**src/rtl/updn_tc_pkg.sv**
```systemverilog
package updn_tc_pkg;
   typedef enum logic [1:0] {
      SRC_HOLD = 2'd0,
      SRC_ZERO = 2'd1,
      SRC_LOAD = 2'd2,
      SRC_STEP = 2'd3
   } nxt_src_e;

   localparam int STEP_CHAIN = 0;
   localparam int STEP_ARITH = 1;
endpackage

```
**src/rtl/updn_tc_step.sv**
```systemverilog
module updn_tc_step #(
   parameter int WIDTH      = 4,
   parameter int STEP_STYLE = 0
) (
   input  logic [WIDTH-1:0] cur,
   output logic [WIDTH-1:0] plus_one,
   output logic [WIDTH-1:0] minus_one
);
   import updn_tc_pkg::*;

   initial begin
      if (STEP_STYLE != STEP_CHAIN && STEP_STYLE != STEP_ARITH)
         $error("updn_tc_step: STEP_STYLE out of range");
   end

   generate
      if (STEP_STYLE == STEP_CHAIN) begin : g_chain
         logic [WIDTH:0] carry;
         logic [WIDTH:0] borrow;
         assign carry[0]  = 1'b1;
         assign borrow[0] = 1'b1;
         for (genvar b = 0; b < WIDTH; b++) begin : g_bit
            assign plus_one[b]  = cur[b] ^ carry[b];
            assign carry[b+1]   = cur[b] & carry[b];
            assign minus_one[b] = cur[b] ^ borrow[b];
            assign borrow[b+1]  = ~cur[b] & borrow[b];
         end
      end else begin : g_arith
         localparam logic [WIDTH-1:0] ONE = {{(WIDTH-1){1'b0}}, 1'b1};
         assign plus_one  = cur + ONE;
         assign minus_one = cur + {WIDTH{1'b1}};
      end
   endgenerate
endmodule

```
**src/rtl/updn_tc_term.sv**
```systemverilog
module updn_tc_term #(
   parameter int WIDTH = 4
) (
   input  logic [WIDTH-1:0] cur,
   input  logic             up,
   output logic             term
);
   logic all_hi;
   logic all_lo;

   assign all_hi = &cur;
   assign all_lo = ~(|cur);
   assign term   = up ? all_hi : all_lo;
endmodule

```
**src/rtl/updn_tc_sel.sv**
```systemverilog
module updn_tc_sel #(
   parameter int WIDTH = 4
) (
   input  logic             clr,
   input  logic             ld,
   input  logic             cnt,
   input  logic             up,
   input  logic [WIDTH-1:0] cur,
   input  logic [WIDTH-1:0] ld_val,
   input  logic [WIDTH-1:0] plus_one,
   input  logic [WIDTH-1:0] minus_one,
   output logic [WIDTH-1:0] nxt
);
   import updn_tc_pkg::*;

   nxt_src_e src;

   always_comb begin
      if (clr)      src = SRC_ZERO;
      else if (ld)  src = SRC_LOAD;
      else if (cnt) src = SRC_STEP;
      else          src = SRC_HOLD;
   end

   always_comb begin
      unique case (src)
         SRC_ZERO: nxt = '0;
         SRC_LOAD: nxt = ld_val;
         SRC_STEP: nxt = up ? plus_one : minus_one;
         default:  nxt = cur;
      endcase
   end
endmodule

```
**src/rtl/updn_tc_counter.sv**
```systemverilog
module updn_tc_counter #(
   parameter int WIDTH      = 4,
   parameter int STEP_STYLE = 0
) (
   input  logic             clk,
   input  logic             clr,
   input  logic             ld,
   input  logic [WIDTH-1:0] ld_val,
   input  logic             cnt,
   input  logic             dir,
   output logic [WIDTH-1:0] count,
   output logic             tc
);
   initial begin
      if (WIDTH < 2) $error("updn_tc_counter: WIDTH must be at least 2");
   end

   logic [WIDTH-1:0] cnt_q;
   logic [WIDTH-1:0] cnt_d;
   logic [WIDTH-1:0] inc_v;
   logic [WIDTH-1:0] dec_v;

   updn_tc_step #(.WIDTH(WIDTH), .STEP_STYLE(STEP_STYLE)) u_step (
      .cur       (cnt_q),
      .plus_one  (inc_v),
      .minus_one (dec_v)
   );

   updn_tc_sel #(.WIDTH(WIDTH)) u_sel (
      .clr       (clr),
      .ld        (ld),
      .cnt       (cnt),
      .up        (dir),
      .cur       (cnt_q),
      .ld_val    (ld_val),
      .plus_one  (inc_v),
      .minus_one (dec_v),
      .nxt       (cnt_d)
   );

   updn_tc_term #(.WIDTH(WIDTH)) u_term (
      .cur  (cnt_q),
      .up   (dir),
      .term (tc)
   );

   always_ff @(posedge clk) begin
      cnt_q <= cnt_d;
   end

   assign count = cnt_q;
endmodule

```
**config.mk**
```make
export PLATFORM = sky130hd
export DESIGN_NAME = updn_tc_counter
export DESIGN_NICKNAME = d
export VERILOG_FILES = /design/src/rtl/updn_tc_pkg.sv /design/src/rtl/updn_tc_step.sv /design/src/rtl/updn_tc_term.sv /design/src/rtl/updn_tc_sel.sv /design/src/rtl/updn_tc_counter.sv
export SDC_FILE = /design/constraint.sdc
export NUM_CORES = 1
export LEC_CHECK = 0
export ABC_CLOCK_PERIOD_IN_PS = 2400
export CAP_MARGIN = 20
export CORE_AREA = 3 3 40 42
export CTS_BUF_LIST = sky130_fd_sc_hd__clkbuf_16
export CTS_CLUSTER_SIZE = 28
export DETAILED_ROUTE_END_ITERATION = 6
export DIE_AREA = 0 0 43 45
export PLACE_DENSITY = 0.6
export SLEW_MARGIN = 10
export SYNTH_ARGS = -nofsm -noshare
export SYNTH_HDL_FRONTEND = slang
export SYNTH_SLANG_ARGS = --single-unit
```
**constraint.sdc**
```tcl
create_clock -name clk -period 2.4 [get_ports clk]
set_clock_uncertainty 0.05 [all_clocks]
set_input_delay 0.24 -clock clk [delete_from_list [all_inputs] [get_ports clk]]
set_output_delay 0.24 -clock clk [all_outputs]
set_load 0.01 [all_outputs]
```
==> Word-level counts from Yosys, hierarchy flattened <==
Cells that the tools add are included.
{ "word_totals": {"ff_bits": 4, "elab_cells": 27, "mem_count": 0, "latch_bits": 0, "rom_bits": 0, "output_inout_bits": 5, "mem_bits_rw": 0, "in_bits": 9} }
{ "classes": {"n_reduce_logical": 3, "bitwise_logic": 14, "div": 0, "n_mul": 0, "eq_ne": 3, "shifts": 0, "n_addsub": 0, "n_mux": 6, "magnitude_cmp": 0} }
{ "ops": {"columns": ["operator", "n"], "rows": [
  ["case mux 4 bit (3 select lines)", 1],
  ["2-to-1 mux 2 bit", 3],
  ["XOR 1 bit", 6],
  ["AND 1 bit", 4],
  ["equality test 2 bit, second input constant", 2],
  ["2-to-1 mux 4 bit", 1],
  ["NOT 1 bit", 4],
  ["AND reduction 4 bit", 1],
  ["OR reduction 4 bit", 1],
  ["nonzero test 3 bit", 1],
  ["equality test 2 x 1 -> 1 bit, second input constant", 1],
  ["2-to-1 mux 1 bit", 1]
]} }

==> Longest topological paths before layout <==
Gate-level depths: netlist of the first run.
{ "depth": {"ltp_word": 6, "depth_mapped": 3, "depth_no_buf": 3} }

==> Hierarchy <==
A second synthesis of the first run with hierarchy kept.
{ "unflattened": {"cells_unflattened": 33, "hier_area_um2": 340.3} }
{ "modules_own_cells": {"columns": ["mod", "cells_each", "seq_area_each_um2", "area_per_inst_um2", "instances"], "rows": [
  ["updn_tc_sel", 14, 0.0, 142.6, 1],
  ["updn_tc_step", 12, 0.0, 93.8, 1],
  ["updn_tc_counter", 4, 80.1, 80.1, 1],
  ["updn_tc_term", 3, 0.0, 23.8, 1]
]} }

==> Worst setup path after synthesis of the first run <==
Ideal clock, no wire load.
{ "synth_timing": {"kind": "register to register", "startpoint": "reg cnt_q[0] (netlist: count[0])", "endpoint": "reg cnt_q[2] (netlist: count[2]), data pin", "arrival_ps": 1349, "n_path_buf": 0, "required_ps": 2214, "path_stages_with_launch": 4, "period_less_slack_ps": 1535, "setup_time_ps": 136, "slack_ps": 865, "path_cell_list": "edfxtp_1 or3_1 a2111oi_2 nand3b_1"} }
{ "synth_via": {"elab_chain_len": 5, "word_cells_on_any_way": 7, "cone_classes": "mux (2); bitwise (5)"} }
{ "synth_lines": {"columns": ["item", "line", "text"], "rows": [
  ["start, declared", "updn_tc_counter.sv:18", "logic [WIDTH-1:0] cnt_q;"],
  ["start signal, assigned", "updn_tc_counter.sv:48", "cnt_q <= cnt_d;"],
  ["NOT 1 bit", "updn_tc_step.sv:26", "assign borrow[b+1] = ~cur[b] & borrow[b];"],
  ["AND 1 bit", "updn_tc_step.sv:26", null],
  ["XOR 1 bit", "updn_tc_step.sv:25", "assign minus_one[b] = cur[b] ^ borrow[b];"],
  ["2-to-1 mux 4 bit *", "updn_tc_sel.sv:29", "SRC_STEP: nxt = up ? plus_one : minus_one;"],
  ["case mux 4 bit (3 select lines) *", "updn_tc_sel.sv:26", "unique case (src)"],
  ["named net cnt_d[2]", "updn_tc_counter.sv:19", "logic [WIDTH-1:0] cnt_d;"]
]} }
Mark *: on every way through the listed nets, which the timed path passes. The rest lies on a longest branch.
A chain may end at the register's enable or synchronous reset.

==> Worst setup path in the final report of the first run <==
{ "layout_timing": {"startpoint": "in dir", "endpoint": "out tc"} }
{ "layout_via": {"elab_chain_len": 1} }
{ "layout_lines": {"columns": ["item", "line", "text"], "rows": [
  ["start, declared", "updn_tc_counter.sv:10", "input logic dir,"],
  ["2-to-1 mux 1 bit", "updn_tc_term.sv:13", "assign term = up ? all_hi : all_lo;"],
  ["end, declared", "updn_tc_counter.sv:12", "output logic tc"]
]} }
Every way passes these cells.

==> results of run 1 <==
==> cells by family after synthesis <==
family	count (synthesis)	synth area share
AO/OA/AOI/OAI	5	0.166
XOR/XNOR	2	0.0596
buffers and inverters	1	0.0128
flip-flops	4	0.409
multiplexers	1	0.0383
AND/OR/NAND/NOR	16	0.315
==> worst register-to-register path, stage by stage (launching register included) <==
cell	delay, ns
edfxtp_1	0.46
or3_1	0.43
a2111oi_2	0.34
nand3b_1	0.15
==> stage by stage <==
stage | total power [mW] | instance area (µm²) | setup slack (ns) | utilization
after global placement | 0.161 | 450 | 0.282 | 0.351
final | 0.412 | 526 | 0.267 | 0.409
after CTS | 0.417 | 526 | 0.247 | 0.409
after floorplan | 0.120 | 294 | 0.865 | -
after global routing | 0.431 | 526 | 0.125 | 0.409
after detailed placement | 0.160 | 450 | 0.269 | 0.351
==> worst max-delay path by stage <==
stage / end / cells past startpoint / from / slack, ns
after floorplan: count[2]$_DFFE_PP_ / 3 / count[0]$_DFFE_PP_ / 0.87
after detailed placement: tc / 4 / dir / 0.27
after global placement: tc / 4 / dir / 0.28
after CTS: tc / 4 / dir / 0.25
final: tc / 4 / dir / 0.27
after global routing: tc / 4 / dir / 0.12
==> placed cells by master (no fill, tap or decap), drive strengths merged <==
cell type / netlist / final
o311ai: 1 / 1
nand2: 3 / 3
xnor2: 2 / 2
inv: 1 / 1
edfxtp: 4 / 4
buf: 0 / 1
nor2b: 1 / 1
clkdlybuf4s50: 0 / 13
nor4bb: 1 / 1
nand3: 3 / 3
mux2: 1 / 1
nand2b: 1 / 1
nor4: 1 / 1
a2bb2oi: 1 / 1
nor2: 2 / 2
o31ai: 1 / 1
and4: 1 / 1
o2111ai: 1 / 1
clkbuf: 0 / 3
or3: 2 / 2
a2111oi: 1 / 1
nand3b: 1 / 1
==> report_power, final <==
| group | total [mW] | switching, mW | internal, mW | leakage (nW) |
|---|---|---|---|---|
| combinational | 0.0642 | 0.0241 | 0.0402 | 0.103 |
| clock | 0.253 | 0.0411 | 0.212 | 0.0370 |
| sequential | 0.0944 | 0.00901 | 0.0854 | 0.0454 |
==> layer usage <==
| metal | GRT usage | wire length (µm) |
|---|---|---|
| met1 | 0.0929 | 274 |
| met2 | 0.117 | 331 |
| met3 | 0.0398 | 51 |
| met4 | 0.127 | 37 |
| met5 | 0 | 0 |
==> final cells by class <==
cell class                      instances  share of cell area
Clock buffer                            3               0.143
Inverter                                1             0.00714
Multi-Input combinational cell         24               0.324
Sequential cell                         4               0.229
Tap cell                               15              0.0357
Timing Repair Buffer                   14               0.262
==> results.cfg, run 1 <==
[status]
status = completed

[floorplanning]
start_util = 0.229
placeableCoreArea_um2 = 1280
ios = 14
die_h_um = 45
die_area_um2 = 1940
rows = 13
die_x_um = 43

[hold_path]
min_path_type = input port to flip-flop
min_to = count[1]$_DFFE_PP_
holdCritStartpoint = ld_val[1]
worstHoldPathCells = 3

[grt]
grt_max_degree = 8
grt_pass1_wl_um = 1100
first_global_vias = 247
grt_overflow = 0
antenna_found_initial = 0
grt_usage = 0.0904

[worst_setup_path]
worstPathMaxFanout = 5
regToRegSetupSlack_ns = 0.84
slowest_stage = clkdlybuf4s50_1
cp-start-kind = input port
reg2reg_to = count[2]$_DFFE_PP_
crit_family = buffers and inverters
required_ns = 2.11
crit_arrival_ns = 1.84
critical_path.most_common_cell = clkdlybuf4s50_1
r2r_start = count[0]$_DFFE_PP_
ff2ff_path_depth = 3
worstSetupPathType = input port to primary output
path_buf_inv = 2
crit_path_end_kind = primary output
worstPathCellList = clkdlybuf4s50_1 > nor4_1 > mux2_2 > clkdlybuf4s50_1
critPathMaxStageDelay_ns = 0.52

[routing]
via_count = 301
drc_errors = 0
totalWireLength_um = 694
postRouteAntennaNets = 0
routed_via_density = 4.93
wl_per_cell_um = 11.4
dr.first_iter.drc_count = 5
dr.pass1.iters = 4

[sta]
setup_viol = 0
hold_viol_final = 0
holdWs_ns = 0.641
min_period_ns = 2.13
fin_crit_sh = 0.889
max_freq_ghz = 0.469
finalMaxSlewViolations = 0
max_slew_margin = 0.760
tightest_slew_ns = 0.356
rsz0062_at_grt = no
final.setup.tns_ns = 0

[synth]
synth_warnings = 0
synth_area_leaders = edfxtp_1, xnor2_1, nand3_1, a2111oi_2, or3_1
ys_top_cells_by_count = edfxtp_1, nand2_1, nand3_1
synth.largest_area_cell = edfxtp_1
syn-num-nets = 38
synth_area_per_cell_um2 = 10.1
synth_top_area_frac = 0.409
postSynthCellCount = 29
synth_ff_type = edfxtp_1
synth_seq_cells = 4
synth_edf_count = 4
netlist_area_um2 = 294
synth.most_common_cell = edfxtp_1
synth-seq-area-share = 0.409
async_flop_share = 0
synth_cell_types = 19

[cts]
cts_tree = built
post_cts_buffers = 0
cts-htree-levels = 1
cts_buffers = 3
postCtsHoldBufs = 0
clock-sinks = 4
post_cts_resized = 0
clkTransAtPathRegs_ns = 0.03
cts_root_buf = clkbuf_16
clk_latency_ns = 0.22
clk_path_buf_depth = 2

[cells_and_area]
finalNetCount = 57
largest_reg_flops = 4
area_growth_pct = 78.7
post_route_cells_drive_above_1_share = 0.152
seq_area_um2 = 120
multi_input_area_um2 = 170
stdcell_count = 61
antenna_cells = 0
fillers = 122

[placed_design]
portBuffers = 13
dp_cells = 58
gp_congestion = 0.761
dp_hpwl_um = 575

[pwr]
power.density_nw_per_um2 = 784
cellLeakagePower_nw = 0.185
ir_drop_uv = 413

[run]
drv_cap = 0
No activity file was read; power rests on OpenSTA's default activity.
==> run 2: changes to the inputs <==
Settings changed: CORE_AREA 3 3 40 42 to 2 2 39 41, DIE_AREA 0 0 43 45 to 0 0 41 43.
==> results.cfg, run 2 (synthesis gave the netlist of run 1 again) <==
[status]
status = completed

[cts]
cts_tree = built
postCtsHoldBufs = 0
clk_path_buf_depth = 2
post_cts_resized = 0
cts_root_buf = clkbuf_16
cts_buffers = 3
cts-htree-levels = 1
post_cts_buffers = 0
clkTransAtPathRegs_ns = 0.03
clk_latency_ns = 0.23
clock-sinks = 4

[grt]
antenna_found_initial = 0
grt_pass1_wl_um = 1190
first_global_vias = 300
grt_usage = 0.116
grt_max_degree = 8
grt_overflow = 0

[cells_and_area]
antenna_cells = 0
largest_reg_flops = 4
design_area_um2 = 527
post_route_cells_drive_above_1_share = 0.152
multi_input_area_um2 = 170
stdcell_count = 62
area_growth_pct = 79.1
fillers = 151
seq_area_um2 = 120
layout_common_cells = clkdlybuf4s50_1, edfxtp_1, nand3_1, nand2_1, clkbuf_16
final_common_cell = clkdlybuf4s50_1
finalNetCount = 57
final_util = 0.381

[sta]
max_slew_margin = 0.739
hold_viol_final = 0
final.setup.tns_ns = 0
fin_crit_sh = 0.897
tightest_slew_ns = 0.388
finalMaxSlewViolations = 0
holdWs_ns = 0.643
min_period_ns = 2.15
setup_viol = 0
max_freq_ghz = 0.464
rsz0062_at_grt = no

[hold_path]
min_path_type = input port to flip-flop

[floorplanning]
ios = 14
die_x_um = 41
start_util = 0.212
placeableCoreArea_um2 = 1380
die_h_um = 43
rows = 14
die_area_um2 = 1760

[routing]
via_count = 303
drc_errors = 0
routed_via_density = 4.89
dr.pass1.iters = 4
postRouteAntennaNets = 0
totalWireLength_um = 779
wl_per_cell_um = 12.6
dr.first_iter.drc_count = 7

[worst_setup_path]
slowest_stage = clkdlybuf4s50_1
crit_path_end_kind = primary output
required_ns = 2.11
worstPathMaxFanout = 5
crit_arrival_ns = 1.86
cp-start-kind = flip-flop
path_buf_inv = 1
worstSetupPathType = flip-flop to primary output
critPathMaxStageDelay_ns = 0.53
worstPathCellList = nor4_1 > mux2_2 > clkdlybuf4s50_1
crit_family = buffers and inverters

[placed_design]
portBuffers = 13
placed_area_um2 = 452
dp_cells = 59
dp_hpwl_um = 558
gp_congestion = 0.681

[pwr]
power.density_nw_per_um2 = 795
cellLeakagePower_nw = 0.185
ir_drop_uv = 248

[run]
drv_cap = 0
==> run 2: cell counts in the layout (fill, tap and decap cells not counted) <==
No cell type changed its count.
==> run 2: worst paths after layout <==
kind                            slack (ns)  cells past startpoint            endpoint               start
worst min register to register        0.76                      2  count[3]$_DFFE_PP_  count[3]$_DFFE_PP_
worst max-delay path                  0.25                      3                  tc  count[2]$_DFFE_PP_
worst min-delay path                  0.64                      3  count[2]$_DFFE_PP_           ld_val[2]
worst max register to register        0.79                      3  count[2]$_DFFE_PP_  count[0]$_DFFE_PP_
==> run 2: area by class of cell <==
class                   instances  share of cell area
multi-input cells              24               0.323
flip-flops and latches          4               0.228
repair buffers                 14               0.261
inverters                       1             0.00713
well taps                      16              0.0380
clock buffers                   3               0.143
==> run 2: tightest hold or removal path: stages <==
cell,delay [ns]
clkdlybuf4s50_1,0.45
nand2_1,0.04
nand3b_1,0.07
==> run 2: through the flow <==
| step | setup WS [ns] | power, mW |
|---|---|---|
| detailed placement | 0.237 | 0.159 |
| global placement | 0.263 | 0.159 |
| global route | 0.114 | 0.435 |
| CTS | 0.206 | 0.422 |
| finish | 0.246 | 0.419 |
| floorplan | 0.865 | 0.120 |
==> run 2: per-layer routing <==
metal | part of all wire | routed length (µm) | up-vias | GRT usage
met5 | 0 | 0 | - | 0
met4 | 0.054 | 42 | 0 | 0.160
li1 | - | - | 151 | -
met1 | 0.42 | 329 | 134 | 0.123
met2 | 0.47 | 366 | 14 | 0.138
met3 | 0.053 | 41 | 4 | 0.0471
==> run 2: power breakdown <==
group          internal, mW  switching [mW]  total, mW
logic                0.0393          0.0242     0.0635
clock network         0.213          0.0476      0.260
registers            0.0854         0.00962     0.0950
==> run 3: changes to the inputs <==
Settings changed: DONT_BUFFER_PORTS set to 1, PLACE_DENSITY 0.6 to 0.46.
==> results.cfg, run 3 (synthesis gave the netlist of run 1 again) <==
[worst_setup_path]
reg2reg_to = count[2]$_DFFE_PP_
crit_arrival_ns = 1.47
path_buf_inv = 0
worstPathMaxFanout = 5
required_ns = 2.11
critPathMaxStageDelay_ns = 0.50
ff2ff_path_depth = 3
cp.depth = 2
worstSetupPathType = flip-flop to primary output
cp-start-kind = flip-flop
critPathCapture = tc
slowest_stage = edfxtp_1
critPathLaunch = count[2]$_DFFE_PP_
crit_path_end_kind = primary output
worstPathCellList = nor4_1 > mux2_2
r2r_start = count[0]$_DFFE_PP_
crit_family = flip-flops
regToRegSetupSlack_ns = 0.77

[sta]
final.setup.tns_ns = 0
finalMaxSlewViolations = 0
rsz0062_at_grt = no
max_slew_margin = 0.704
hold_viol_final = 0
tightest_slew_ns = 0.440
setup_slack_ns = 0.641
min_period_ns = 1.76
max_freq_ghz = 0.568
setup_viol = 0
fin_crit_sh = 0.733

[cts]
cts-htree-levels = 1
postCtsHoldBufs = 0
cts_tree = built
clock-sinks = 4
clkTransAtPathRegs_ns = 0.03
post_cts_resized = 0
post_cts_buffers = 0
cts_buffers = 3
clk_latency_ns = 0.23
cts_root_buf = clkbuf_16
clk_path_buf_depth = 2

[status]
status = completed

[grt]
grt_overflow = 0
grt_pass1_wl_um = 1280
first_global_vias = 297
grt_usage = 0.118
grt_max_degree = 8
antenna_found_initial = 0

[cells_and_area]
fillers = 142
largest_reg_flops = 4
layout_common_cells = edfxtp_1, nand3_1, nand2_1, clkbuf_16
antenna_cells = 0
post_route_cells_drive_above_1_share = 0.188
final_common_cell = edfxtp_1
finalNetCount = 43
area_growth_pct = 32.3

[routing]
routed_via_density = 5.63
wl_per_cell_um = 16.4
totalWireLength_um = 789
via_count = 270
dr.first_iter.drc_count = 5
drc_errors = 0
postRouteAntennaNets = 0
dr.pass1.iters = 4

[pwr]
power.density_nw_per_um2 = 999
p_total_mw = 0.389
cellLeakagePower_nw = 0.130
ir_drop_uv = 421

[floorplanning]
rows = 14
start_util = 0.212
die_h_um = 43
ios = 14
die_area_um2 = 1760
placeableCoreArea_um2 = 1380
die_x_um = 41

[placed_design]
pre_cts_ws_ns = 0.775
portBuffers = 0
gp_congestion = 0.762

[run]
drv_cap = 0

[hold_path]
min_path_type = input port to flip-flop
[run 3: how the worst min path moves through the flow]
stage / cells after the start / to / start
after floorplan: 1 / count[0]$_DFFE_PP_ / clr
after global placement: 1 / count[0]$_DFFE_PP_ / clr
after detailed placement: 1 / count[0]$_DFFE_PP_ / clr
after CTS: 1 / count[0]$_DFFE_PP_ / clr
after global routing: 1 / count[0]$_DFFE_PP_ / clr
final: 2 / count[1]$_DFFE_PP_ / ld_val[1]
[run 3: stage by stage]
step | instances | utilization | hold slack [ns] | area, µm²
floorplan | 29 | - | 0.375 | 294
global placement | 45 | 0.227 | 0.386 | 314
detailed placement | 45 | 0.227 | 0.391 | 314
CTS | 48 | 0.281 | 0.157 | 389
global route | 48 | 0.281 | 0.168 | 389
finish | 48 | 0.281 | 0.156 | 389
[run 3: final cells by class]
| cell class | instances | area [µm²] | area share |
|---|---|---|---|
| multi-input combinational | 24 | 170 | 0.437 |
| sequential | 4 | 120 | 0.309 |
| clock buffer | 3 | 75.1 | 0.193 |
| tap | 16 | 20.0 | 0.0514 |
| inverter | 1 | 3.75 | 0.00965 |
[run 3: worst reg2reg max path, cell delays in order (launching register included)]
cell,delay [ns]
edfxtp_1,0.51
or3_1,0.44
a2111oi_2,0.35
nand3b_1,0.15
[run 3: metal layers]
layer  vias up  wire (µm)  global-route usage
met1       126        253               0.114
li1        123          -                   -
met5         -          0                   0
met2        17        388               0.153
met4         0         36               0.140
met3         4        111              0.0628
[run 3: where the power goes]
group          leakage, nW  internal, mW  switching [mW]  total (mW)
combinational       0.0479        0.0145          0.0127      0.0272
sequential          0.0454        0.0854          0.0134      0.0988
clock               0.0370         0.213          0.0497       0.263
total                0.130         0.313          0.0758       0.389
